## src/rtl/dma_desc_engine.sv

```systemverilog
module dma_desc_engine #(
  parameter int NCH = 32
) (
  input  logic           clk,
  input  logic           rst_n,
  input  logic           reg_we,
  input  logic [1:0]     reg_addr,
  input  logic [31:0]    reg_wdata,
  input  logic [NCH-1:0] ch_req,
  output logic [NCH-1:0] ch_en,
  output logic           busy,
  output logic           mem_req,
  output logic           mem_we,
  output logic [31:0]    mem_addr,
  output logic [3:0]     mem_be,
  output logic [31:0]    mem_wdata,
  input  logic           mem_ack,
  input  logic [31:0]    mem_rdata
);
  typedef enum logic [2:0] {S_IDLE, S_SP, S_DP, S_CW, S_RD, S_WR, S_WB} st_t;

  st_t         st;
  logic [4:0]  cur, pick;
  logic [21:0] base;
  logic [31:0] sptr, dptr, cw, data;
  logic [9:0]  rem;
  logic        stop_now;

  wire [NCH-1:0] pend = ch_en & ch_req;
  wire [31:0]    desc = {base, 1'b0, cur, 4'b0000};
  wire [31:0]    src_a = (cw[27:26] == 2'd3) ? sptr : sptr - ({22'b0, rem} << cw[27:26]);
  wire [31:0]    dst_a = (cw[31:30] == 2'd3) ? dptr : dptr - ({22'b0, rem} << cw[31:30]);
  wire           last  = (rem == 10'd0);
  wire [31:0]    cw_nx = last ? {cw[31:14], 10'd0, cw[3], 3'b000}
                              : {cw[31:14], rem - 10'd1, cw[3:0]};

  always_comb begin
    pick = 5'd0;
    for (int i = NCH - 1; i >= 0; i--)
      if (pend[i]) pick = 5'(i);
  end

  always_comb begin
    stop_now = 1'b0;
    if (mem_ack && st == S_CW && mem_rdata[2:0] != 3'd1) stop_now = 1'b1;
    if (mem_ack && st == S_WB && last) stop_now = 1'b1;
  end

  assign busy    = (st != S_IDLE);
  assign mem_req = busy;
  assign mem_we  = (st == S_WR) || (st == S_WB);

  always_comb begin
    case (st)
      S_DP:    mem_addr = desc | 32'h4;
      S_CW:    mem_addr = desc | 32'h8;
      S_RD:    mem_addr = src_a;
      S_WR:    mem_addr = dst_a;
      S_WB:    mem_addr = desc | 32'h8;
      default: mem_addr = desc;
    endcase
  end

  always_comb begin
    mem_be = 4'hF;
    if (st == S_WR)
      case (cw[29:28])
        2'd0:    mem_be = 4'b0001 << dst_a[1:0];
        2'd1:    mem_be = 4'b0011 << dst_a[1:0];
        default: mem_be = 4'hF;
      endcase
  end

  assign mem_wdata = (st == S_WB) ? cw_nx
                   : (data >> {src_a[1:0], 3'b000}) << {dst_a[1:0], 3'b000};

  always_ff @(posedge clk or negedge rst_n) begin
    if (!rst_n) begin
      ch_en <= '0;
      base  <= '0;
    end else begin
      logic [NCH-1:0] set_m, clr_m, eng_m;
      set_m = (reg_we && reg_addr == 2'd1) ? reg_wdata[NCH-1:0] : '0;
      clr_m = (reg_we && reg_addr == 2'd2) ? reg_wdata[NCH-1:0] : '0;
      eng_m = stop_now ? ({{(NCH-1){1'b0}}, 1'b1} << cur) : '0;
      ch_en <= (ch_en | set_m) & ~clr_m & ~eng_m;
      if (reg_we && reg_addr == 2'd0) base <= reg_wdata[31:10];
    end
  end

  always_ff @(posedge clk or negedge rst_n) begin
    if (!rst_n) begin
      st   <= S_IDLE;
      cur  <= '0;
      sptr <= '0;
      dptr <= '0;
      cw   <= '0;
      data <= '0;
      rem  <= '0;
    end else if (st == S_IDLE) begin
      if (pend != '0) begin
        cur <= pick;
        st  <= S_SP;
      end
    end else if (mem_ack) begin
      case (st)
        S_SP: begin sptr <= mem_rdata; st <= S_DP; end
        S_DP: begin dptr <= mem_rdata; st <= S_CW; end
        S_CW: begin
          cw  <= mem_rdata;
          rem <= mem_rdata[13:4];
          st  <= (mem_rdata[2:0] == 3'd1) ? S_RD : S_IDLE;
        end
        S_RD: begin data <= mem_rdata; st <= S_WR; end
        S_WR: st <= S_WB;
        S_WB: begin
          cw <= cw_nx;
          if (last) st <= S_IDLE;
          else begin rem <= rem - 10'd1; st <= S_RD; end
        end
        default: st <= S_IDLE;
      endcase
    end
  end
endmodule

```

## config.mk

```make
export PLATFORM = sky130hd
export DESIGN_NAME = dma_desc_engine
export DESIGN_NICKNAME = d
export VERILOG_FILES = /design/src/rtl/dma_desc_engine.sv
export SDC_FILE = /design/constraint.sdc
export NUM_CORES = 1
export LEC_CHECK = 0
export CAP_MARGIN = 25
export CORE_MARGIN = 4
export CORE_UTILIZATION = 40
export CTS_BUF_LIST = sky130_fd_sc_hd__clkbuf_16
export DETAILED_ROUTE_END_ITERATION = 8
export SLEW_MARGIN = 5
export SYNTH_ARGS = -nofsm -noshare
export SYNTH_HDL_FRONTEND = slang
export SYNTH_SLANG_ARGS = --single-unit
```

## constraint.sdc

```tcl
create_clock -name clk -period 4.9 [get_ports clk]
set_input_delay 0.98 -clock clk [delete_from_list [all_inputs] [get_ports clk]]
set_output_delay 0.98 -clock clk [all_outputs]
set_load 0.05 [all_outputs]
```

==> metrics.md, run 1 <==
| Metric | Value |
|---|---|
| IO Count | `205` |
| Die width | `186 um` |
| Largest net degree at the start of global routing | `85` |
| # rows | `64` |
| GRT Util Overall | `27.2%` |
| Crit path cell chain | `buf_6 -> mux4_2 -> inv_1 -> ha_1 -> a21oi_1 -> o22ai_1 -> o41ai_4 -> buf_4 -> clkdlybuf4s15_2 -> a31o_2 -> a21oi_1 -> o21ai_0 -> buf_4 -> buf_12` |
| Starting DRT DRC Count | `976` |
| Slew @ Worst Pin | `1.02 ns` |
| TritonCTS clock tree | `done` |
| Final Skew | `0.0180 ns` |
| Final setup violation count | `0` |
| Slew Viols, Final | `0` |
| Later-pin clock latency in the skew report | `0.46 ns` |
| Worst path arrival time | `3.77 ns` |
| GPL Wtd Cong | `~0.95` |
| Vias/cell | `6.10` |
| Crit-path max FO | `14` |
| Initial antenna violation count | `1` |
| Synthesized area | `0.0127 sq mm` |
| CP startpoint | `cw[26]$_DFFE_PN0P_` |
| Worst r2r src | `rem[1]$_DFFE_PN0P_` |
| Post-synthesis mux area share | `between 10% and 20%` |
| Synth Area in Compound Gates | `about 22%` |
| Sequential fraction of the synthesis area | `37.5%` |
| Final HPWL DP | `between 30000 and 40000 um` |
| Die ar. | `0.0346 sq mm` |
| FF+latch count, synth | `190` |
| Hold Crit Class | `flop to flop` |
| Drt total wl | `between 40000 and 50000 um` |
| Count of cell types in the netlist | `75` |
| Nets@finish | `approximately 1700` |
| Synth Area in Simple Gates | `between 10% and 20%` |
| Vias in the first global route | `11700` |
| Final antenna-violating net count | `0` |
| Setup tns final | `0 ns` |
| Status | `finished, final reports clean` |
| Post-synth EDFFs | `0` |
| Maximum buffer depth of the clock tree | `2` |
| Top_reg_cell synth | `dfrtp_1` |
| Net Count, Synth | `around 1500` |
| Critical path class | `flop to primary output` |
| Critical Path Start Type | `flop` |
| RSZ-0062 raised after global routing | `false` |
| DRC violations left | `0` |
| Worst relative slew slack | `31.4%` |
| Crit-path max cell delay | `roughly 0.52 ns` |
| Fmax | `210 MHz` |
| Vias | `12100` |
| CTS Buf Count | `17` |
| Crit path capture type | `primary output` |
| IO Port Bufs | `204` |
| Clk sinks | `190` |
| Total grt overflow | `0` |
| Layout area overhead | `31.2%` |
| Placed inst area | `around 0.016 sq mm` |
| Final hold vios | `0` |
| FF-to-FF setup slack | `1.17 ns` |
| Layout Cell Area excl Fill | `around 0.017 sq mm` |
| Area of the core | `0.0309 sq mm` |
| Mapped Cells | `1386` |
| Synth async-reset ratio | `100%` |
| Initial Util | `about two fifths` |
| Maxcap violations | `0` |
| First-pass GRT wire length | `71800 um` |
| RR Endpoint | `ch_en[8]$_DFF_PN0_` |
| Clk pin slew, worst setup/hold paths | `0.09 ns` |
| H-tree Lvls | `4` |
| Slowest CP cell | `mux4_2` |
| Required @ worst endpoint | `3.92 ns` |
| Wire per inst | `roughly 24 um` |
| Yosys warns | `0` |
| CTS root buf | `clkbuf_16` |
| Critical path capture point | `mem_addr[17]` |
| Reg2Reg Depth | `9` |
| Final Cycle Share | `a little over nine tenths` |
| Layout cells sized above 1 | `21.5%` |
| Chip height | `186 um` |
| Largest family of logic cells by synthesized area | `compound AO/OA/AOI/OAI gates` |
| Post-layout util | `53.9%` |
| XOR/XNOR Fraction of Synth Area | `3.80%` |
| Syn_area_per_cell | `9.15 sq um` |
| Inserted Diodes | `0` |
| Tmin final | `~4.8 ns` |
| Post-Synth Adder-Cell Area | `2.98%` |
| Drt pass-1 iters | `5` |
-- kinds of logic after synthesis --
kind of cell,count (synthesis)
AOI/OAI and AO/OA,411
xor gates and xnor gates,55
adders and majority gates,29
buffers and inverters,120
DFF,190
muxes,169
and+or+nand+nor,412
-- synthesized netlist by cell type, types with 8 or more instances --
cell type / instances / share of area (%)
a21oi_1: 100 / 3.9
a211oi_1: 12 / 0.71
xnor2_1: 37 / 2.6
inv_1: 29 / 0.86
a22o_1: 14 / 0.97
a21o_1: 9 / 0.53
mux2_2: 122 / 11
a221oi_1: 43 / 3.0
o21a_1: 11 / 0.65
nor3_1: 31 / 1.2
nand3_1: 35 / 1.4
clkbuf_1: 77 / 2.3
mux2i_1: 45 / 3.6
nor4_1: 10 / 0.49
nand2b_1: 12 / 0.59
buf_1: 8 / 0.24
dfrtp_1: 190 / 37
ha_1: 27 / 2.7
nor2_1: 88 / 2.6
nand2_1: 170 / 5.0
o21ai_0: 78 / 3.1
o22ai_1: 9 / 0.44
and3_1: 12 / 0.59
o221ai_1: 9 / 0.62
a31oi_1: 10 / 0.49
o22a_1: 9 / 0.62
a32oi_1: 9 / 0.62
xor2_1: 18 / 1.2
a22oi_1: 40 / 2.4
o211ai_1: 10 / 0.59
-- worst min path at each step --
stage	from	cells after the start	to	slack, ns
floorplan	cw[14]$_DFFE_PN0P_	2	cw[14]$_DFFE_PN0P_	0.44
global placement	cw[20]$_DFFE_PN0P_	2	cw[20]$_DFFE_PN0P_	0.45
detailed placement	cw[24]$_DFFE_PN0P_	2	cw[24]$_DFFE_PN0P_	0.46
CTS	cw[19]$_DFFE_PN0P_	2	cw[19]$_DFFE_PN0P_	0.48
global route	cw[21]$_DFFE_PN0P_	2	cw[21]$_DFFE_PN0P_	0.50
finish	cw[24]$_DFFE_PN0P_	2	cw[24]$_DFFE_PN0P_	0.48
-- per-stage QoR --
stage / instances / hold slack, ns / setup WS, ns
2_1_floorplan: 1386 / 0.439 / 0.0165
3_3_place_gp: 1943 / 0.452 / 0.357
3_5_place_dp: 1944 / 0.462 / 0.230
4_1_cts: 1976 / 0.481 / 0.00584
5_1_grt: 1990 / 0.501 / 0.00240
6_report: 1990 / 0.481 / 0.145
-- layer usage --
metal  GRT usage [%]  part of all wire [%]  up-vias
li1                -                     -     5582
met1            37.0                    43     5972
met2            44.3                    47      519
met3            4.92                   7.2       73
met4            8.71                   3.0        0
met5               0                     0        -
-- cell type report --
cell class | count | area, sq um
fillers | 2806 | 14300
multi-input cells | 1076 | 7660
flip-flops and latches | 190 | 4770
repair buffers | 266 | 2970
well taps | 396 | 495
clock buffers | 17 | 425
clock inverters | 15 | 218
inverters | 30 | 113
-- worst max-delay path: cells and delay by family, from the launching register on --
family                   cells  cell delay, ns
buffers and inverters        6            1.03
flip-flops                   1            0.45
AO/OA/AOI/OAI                6            1.03
multiplexers                 1            0.52
adder cells (fa/ha/maj)      1            0.29
-- flip-flops by register name, summed over array words and instances (netlist names) --
name and flops:
cur 5, dptr 32, ch_en 32, cw 22
sptr 32, data 32, rem 10, st 3
base 22
-- placed cells by master, fill, tap and decap left out, drive strengths merged, types with 7 or more instances in the layout --
master,instances
a31oi,10
inv,40
mux2,122
ha,27
o211ai,10
nand2,170
o22ai,9
nor2,88
buf,118
nor3b,7
o21ai,79
o221ai,10
xor2,18
dfrtp,190
a21oi,100
and3,12
nor3,35
clkdlybuf4s50,143
a221oi,43
mux2i,45
o21a,11
a21o,9
nand2b,12
o22a,9
xnor2,37
or4,9
nand3,35
a211oi,12
a22oi,40
a22o,14
nor2b,7
nor4,11
clkbuf,21
a32oi,9
-- timing repair --
action	in CTS	in global routing
setup endpoints to repair	13	36
cloned	0	2
hold buffers	0	0
buffers inserted	0	12
resized for setup	13	35
pin swaps	0	4
endpoints found under the hold margin	0	0
Power of run 1 is not shown: default switching activity piles up to over one toggle a cycle in this logic, so the estimate is an artifact.
==> run 2: changes to the inputs <==
CAP_MARGIN = not set   (was 25)
HOLD_SLACK_MARGIN = 0.12   (was not set)
==> metrics.md, run 2 (synthesized netlist as in run 1, its figures left out) <==
| Metric | Value |
|---|---|
| Critical path class | `flop to primary output` |
| Commonest non-fill, non-tap cell in the layout | `dfrtp_1` |
| Critical Path Start Type | `flop` |
| Final WS setup | `0.144 ns (-0.00142 ns)` |
| Area of the core | `0.0309 sq mm (unchanged)` |
| Hold Buf Count CTS | `0 (unchanged)` |
| Fmax | `210 MHz (about the same)` |
| Clk sinks | `190 (unchanged)` |
| Vias in the first global route | `11900 (+1.8%)` |
| Clk pin slew, worst setup/hold paths | `0.09 ns (about the same)` |
| Vias/cell | `6.15 (+0.84%)` |
| GPL Wtd Cong | `0.948 (unchanged)` |
| TritonCTS clock tree | `done` |
| Final hold vios | `0 (unchanged)` |
| First-pass GRT wire length | `72100 um (+0.35%)` |
| Maximum buffer depth of the clock tree | `2 (unchanged)` |
| Vias | `12300 (+0.89%)` |
| WHS | `0.479 ns (-0.00135 ns)` |
| Crit-path max FO | `15 (+1)` |
| Required @ worst endpoint | `3.92 ns (about the same)` |
| Wire per inst | `24.3 um (-0.14%)` |
| Final Skew | `0.0149 ns (-0.00306 ns)` |
| # rows | `64 (unchanged)` |
| Status | `finished, final reports clean` |
| Final HPWL DP | `36000 um (-0.27%)` |
| Maxcap violations | `0 (unchanged)` |
| Inserted Diodes | `0 (unchanged)` |
| H-tree Lvls | `4 (unchanged)` |
| DRC violations left | `0 (unchanged)` |
| Total grt overflow | `0 (unchanged)` |
| CTS Buf Count | `17 (unchanged)` |
| Slew @ Worst Pin | `1.19 ns (+0.169 ns)` |
| Nets@finish | `1713 (+0.058%)` |
| FF-to-FF setup slack | `1.17 ns (about the same)` |
| Worst relative slew slack | `20.6% (-11 points)` |
| Layout cells sized above 1 | `21.6% (+0.11 points)` |
| Slew Viols, Final | `0 (unchanged)` |
| Starting DRT DRC Count | `923 (-5.4%)` |
| Hold Crit Class | `flop to flop` |
| Initial Util | `41.0% (unchanged)` |
| Final setup violation count | `0 (unchanged)` |
| Layout area overhead | `31.1% (about the same)` |
| Die ar. | `0.0346 sq mm (unchanged)` |
| Most frequent cells in the layout | `dfrtp_1, nand2_1, clkdlybuf4s50_1, mux2_2, a21oi_1` |
| Post-layout util | `53.8% (about the same)` |
| Final antenna-violating net count | `0 (unchanged)` |
| Later-pin clock latency in the skew report | `0.45 ns (about the same)` |
| Largest net degree at the start of global routing | `85 (unchanged)` |
| CTS root buf | `clkbuf_16` |
| Initial antenna violation count | `2 (+1)` |
| Drt total wl | `48500 um (about the same)` |
| Final Cycle Share | `97.1% (about the same)` |
| Drt pass-1 iters | `5 (unchanged)` |
| IO Port Bufs | `204 (unchanged)` |
| Tmin final | `4.76 ns (+0.00142 ns)` |
| Chip height | `186 um (unchanged)` |
| GRT Util Overall | `27.2% (about the same)` |
| Crit path capture type | `primary output` |
| IO Count | `205 (unchanged)` |
| Die width | `186 um (unchanged)` |
| Pre-CTS WS | `0.209 ns (-0.0211 ns)` |
| Worst path arrival time | `3.78 ns (about the same)` |
==> run 2: per-stage QoR <==
stage                     setup TNS, ns  cells  cell area [sq um]
after floorplan                       0   1386              12700
after global placement                0   1943              15700
after detailed placement              0   1943              15700
after CTS                             0   1978              16400
after global routing           -0.00492   1991              16600
final                                 0   1991              16600
==> run 2: final timing paths <==
check	from	to	cells past startpoint
setup / recovery	cw[30]$_DFFE_PN0P_	mem_be[2]	10
hold / removal	cw[3]$_DFFE_PN0P_	cw[3]$_DFFE_PN0P_	2
setup reg to reg	rem[1]$_DFFE_PN0P_	ch_en[8]$_DFF_PN0_	9
hold reg to reg	cw[3]$_DFFE_PN0P_	cw[3]$_DFFE_PN0P_	2
max in group asynchronous	rst_n	dptr[23]$_DFFE_PN0P_	2
min in group asynchronous	rst_n	ch_en[11]$_DFF_PN0_	1
==> run 2: worst max-delay path, cell delays in order, from the launching register on <==
cell	delay, ns
dfrtp_2	0.51
nor3_1	0.21
ha_1	0.19
inv_1	0.06
fa_1	0.48
nand2_1	0.08
nand2_1	0.15
nor2_1	0.57
a21oi_1	0.15
nand2_1	0.11
clkdlybuf4s50_1	0.81
==> run 2: cell type report <==
cell class                      instances  area (sq um)
Inverter                               30           113
Timing Repair Buffer                  267          2970
Sequential cell                       190          4770
Clock buffer                           17           425
Multi-Input combinational cell       1076          7650
Clock inverter                         15           214
Fill cell                            2814         14300
Tap cell                              396           495
==> run 2: timing repair <==
action	4_1_cts	5_1_grt
pin swaps	0	5
cloned	0	2
buffers inserted	3	11
resized for setup	13	32
setup endpoints to repair	15	34
==> run 2: metal layers <==
layer	vias to the layer above	share of wire, %	global-route usage, %
met5	-	0	0
met4	0	3.7	9.79
met3	97	6.8	4.51
met2	523	46	43.8
met1	6042	43	37.2
li1	5592	-	-
Power of run 2 is left out for the same reason.
==> run 3: changes to the inputs <==
PLACE_DENSITY_LB_ADDON = 0.3   (was not set)
==> metrics.md, run 3 (synthesized netlist as in run 1, its figures left out) <==
| Metric | Value |
|---|---|
| Layout area overhead | `30.5%` |
| Final antenna-violating net count | `0 (unchanged)` |
| Vias in the first global route | `12000 (+0.34%)` |
| Starting DRT DRC Count | `1382 (+50%)` |
| Nets@finish | `1698 (-0.88%)` |
| Status | `finished, final reports clean` |
| Wire per inst | `24.0 um (-1.2%)` |
| Initial Util | `41.0% (unchanged)` |
| Commonest non-fill, non-tap cell in the layout | `dfrtp_1` |
| Required @ worst endpoint | `3.92 ns (about the same)` |
| Layout cells sized above 1 | `20.1% (-1.5 points)` |
| Total grt overflow | `0 (unchanged)` |
| Worst relative slew slack | `15.2% (-5.4 points)` |
| Final WS setup | `0.182 ns (+0.0377 ns)` |
| Vias/cell | `6.27 (+1.9%)` |
| Die ar. | `0.0346 sq mm (unchanged)` |
| Tmin final | `4.72 ns (-0.0377 ns)` |
| Crit-path max FO | `14 (-1)` |
| First-pass GRT wire length | `70800 um (-1.7%)` |
| Final HPWL DP | `35000 um (-2.7%)` |
| Maxcap violations | `0 (unchanged)` |
| IO Port Bufs | `204 (unchanged)` |
| Largest net degree at the start of global routing | `84 (-1.2%)` |
| Drt pass-1 iters | `8 (+3)` |
| Crit path max-delay family | `compound AO/OA/AOI/OAI gates` |
| Chip height | `186 um (unchanged)` |
| CTS root buf | `clkbuf_16` |
| IO Count | `205 (unchanged)` |
| Vias | `12400 (+1.1%)` |
| Drt total wl | `47500 um (-1.9%)` |
| Area of the core | `0.0309 sq mm (unchanged)` |
| Inserted Diodes | `0 (unchanged)` |
| Crit-path max cell delay | `0.51 ns (-0.30 ns)` |
| Most frequent cells in the layout | `dfrtp_1, nand2_1, clkdlybuf4s50_1, mux2_2, a21oi_1` |
| TritonCTS clock tree | `done` |
| GPL Wtd Cong | `0.973 (+2.7%)` |
| Hold Crit Class | `flop to flop` |
| Worst path arrival time | `3.74 ns (-0.04 ns)` |
| Crit path buffers/inverters | `4 (+2)` |
| Die width | `186 um (unchanged)` |
| Final Skew | `0.0181 ns (+0.00322 ns)` |
| Critical path class | `flop to primary output` |
| Later-pin clock latency in the skew report | `0.45 ns (about the same)` |
| Critical Path Start Type | `flop` |
| Final setup violation count | `0 (unchanged)` |
| DRC violations left | `0 (unchanged)` |
| Pre-CTS WS | `0.441 ns (+0.232 ns)` |
| Crit path cell chain | `buf_6 -> mux4_2 -> inv_1 -> ha_1 -> a21oi_1 -> o22ai_1 -> o41ai_4 -> buf_2 -> nand3b_1 -> xor2_1 -> o221ai_1 -> buf_12` |
| Slew @ Worst Pin | `1.27 ns (+0.0812 ns)` |
| Post-layout util | `53.6% (-0.23 points)` |
| Initial antenna violation count | `0 (-2)` |
| CTS Buf Count | `17 (unchanged)` |
| Clk sinks | `190 (unchanged)` |
| Slew Viols, Final | `0 (unchanged)` |
| Clk pin slew, worst setup/hold paths | `0.09 ns (about the same)` |
| Crit path capture type | `primary output` |
| # fillers | `2800 (-0.50%)` |
| Final Cycle Share | `96.3% (-0.77 points)` |
| # rows | `64 (unchanged)` |
| Slowest CP cell | `mux4_2` |
| Final hold vios | `0 (unchanged)` |
| Maximum buffer depth of the clock tree | `2 (unchanged)` |
| H-tree Lvls | `4 (unchanged)` |
| Fmax | `212 MHz (+0.80%)` |
| GRT Util Overall | `26.5% (-0.68 points)` |
[run 3: path summary, 6_finish.rpt]
| path | to | start | slack [ns] | cells past startpoint |
|---|---|---|---|---|
| min in group asynchronous | sptr[10]$_DFFE_PN0P_ | rst_n | 0.58 | 1 |
| max in group asynchronous | cw[27]$_DFFE_PN0P_ | rst_n | 3.18 | 2 |
| max | mem_addr[31] | cw[26]$_DFFE_PN0P_ | 0.18 | 12 |
| min | cw[16]$_DFFE_PN0P_ | cw[16]$_DFFE_PN0P_ | 0.48 | 2 |
| min reg2reg | cw[16]$_DFFE_PN0P_ | cw[16]$_DFFE_PN0P_ | 0.48 | 2 |
| max reg2reg | ch_en[24]$_DFF_PN0_ | rem[1]$_DFFE_PN0P_ | 1.19 | 9 |
[run 3: worst register-to-register path: cells and delay by family, from the launching register on]
kind	cells	cell delay, ns
adders and majority gates	1	0.25
and+or+nand+nor	5	2.15
buffers and inverters	1	0.13
DFF	1	0.50
AOI/OAI and AO/OA	2	0.51
[run 3: what timing repair did]
action                                  in CTS  in global routing
pin swaps                                    2                  5
hold buffers                                 0                  0
setup buffers                                0                  5
gates cloned                                 0                  2
endpoints found under the hold margin        0                  0
endpoints found under the setup margin       4                 29
gates resized for setup                      5                 33
[run 3: area by class of cell]
class                   instances  area [sq um]  share of cell area, %
multi-input cells            1076          7630                   46.1
well taps                     396           495                   2.99
flip-flops and latches        190          4760                   28.7
repair buffers                252          2990                   18.0
clock buffers                  17           425                   2.57
clock inverters                15           150                  0.907
inverters                      30           113                  0.680
[run 3: routing by layer]
| layer | share of wire, % | GRT usage [%] |
|---|---|---|
| met1 | 41 | 36.0 |
| met2 | 47 | 43.4 |
| met3 | 9.1 | 4.73 |
| met4 | 3.2 | 8.22 |
| met5 | 0 | 0 |
[run 3: stage by stage]
step	hold WS (ns)	cell area (sq um)	setup TNS, ns	cells
finish	0.483	16600	0	1976
global route	0.497	16600	-0.113	1976
CTS	0.483	16400	0	1969
detailed placement	0.463	15800	0	1937
global placement	0.451	15800	0	1937
floorplan	0.439	12700	0	1386
Power of run 3 is left out for the same reason.
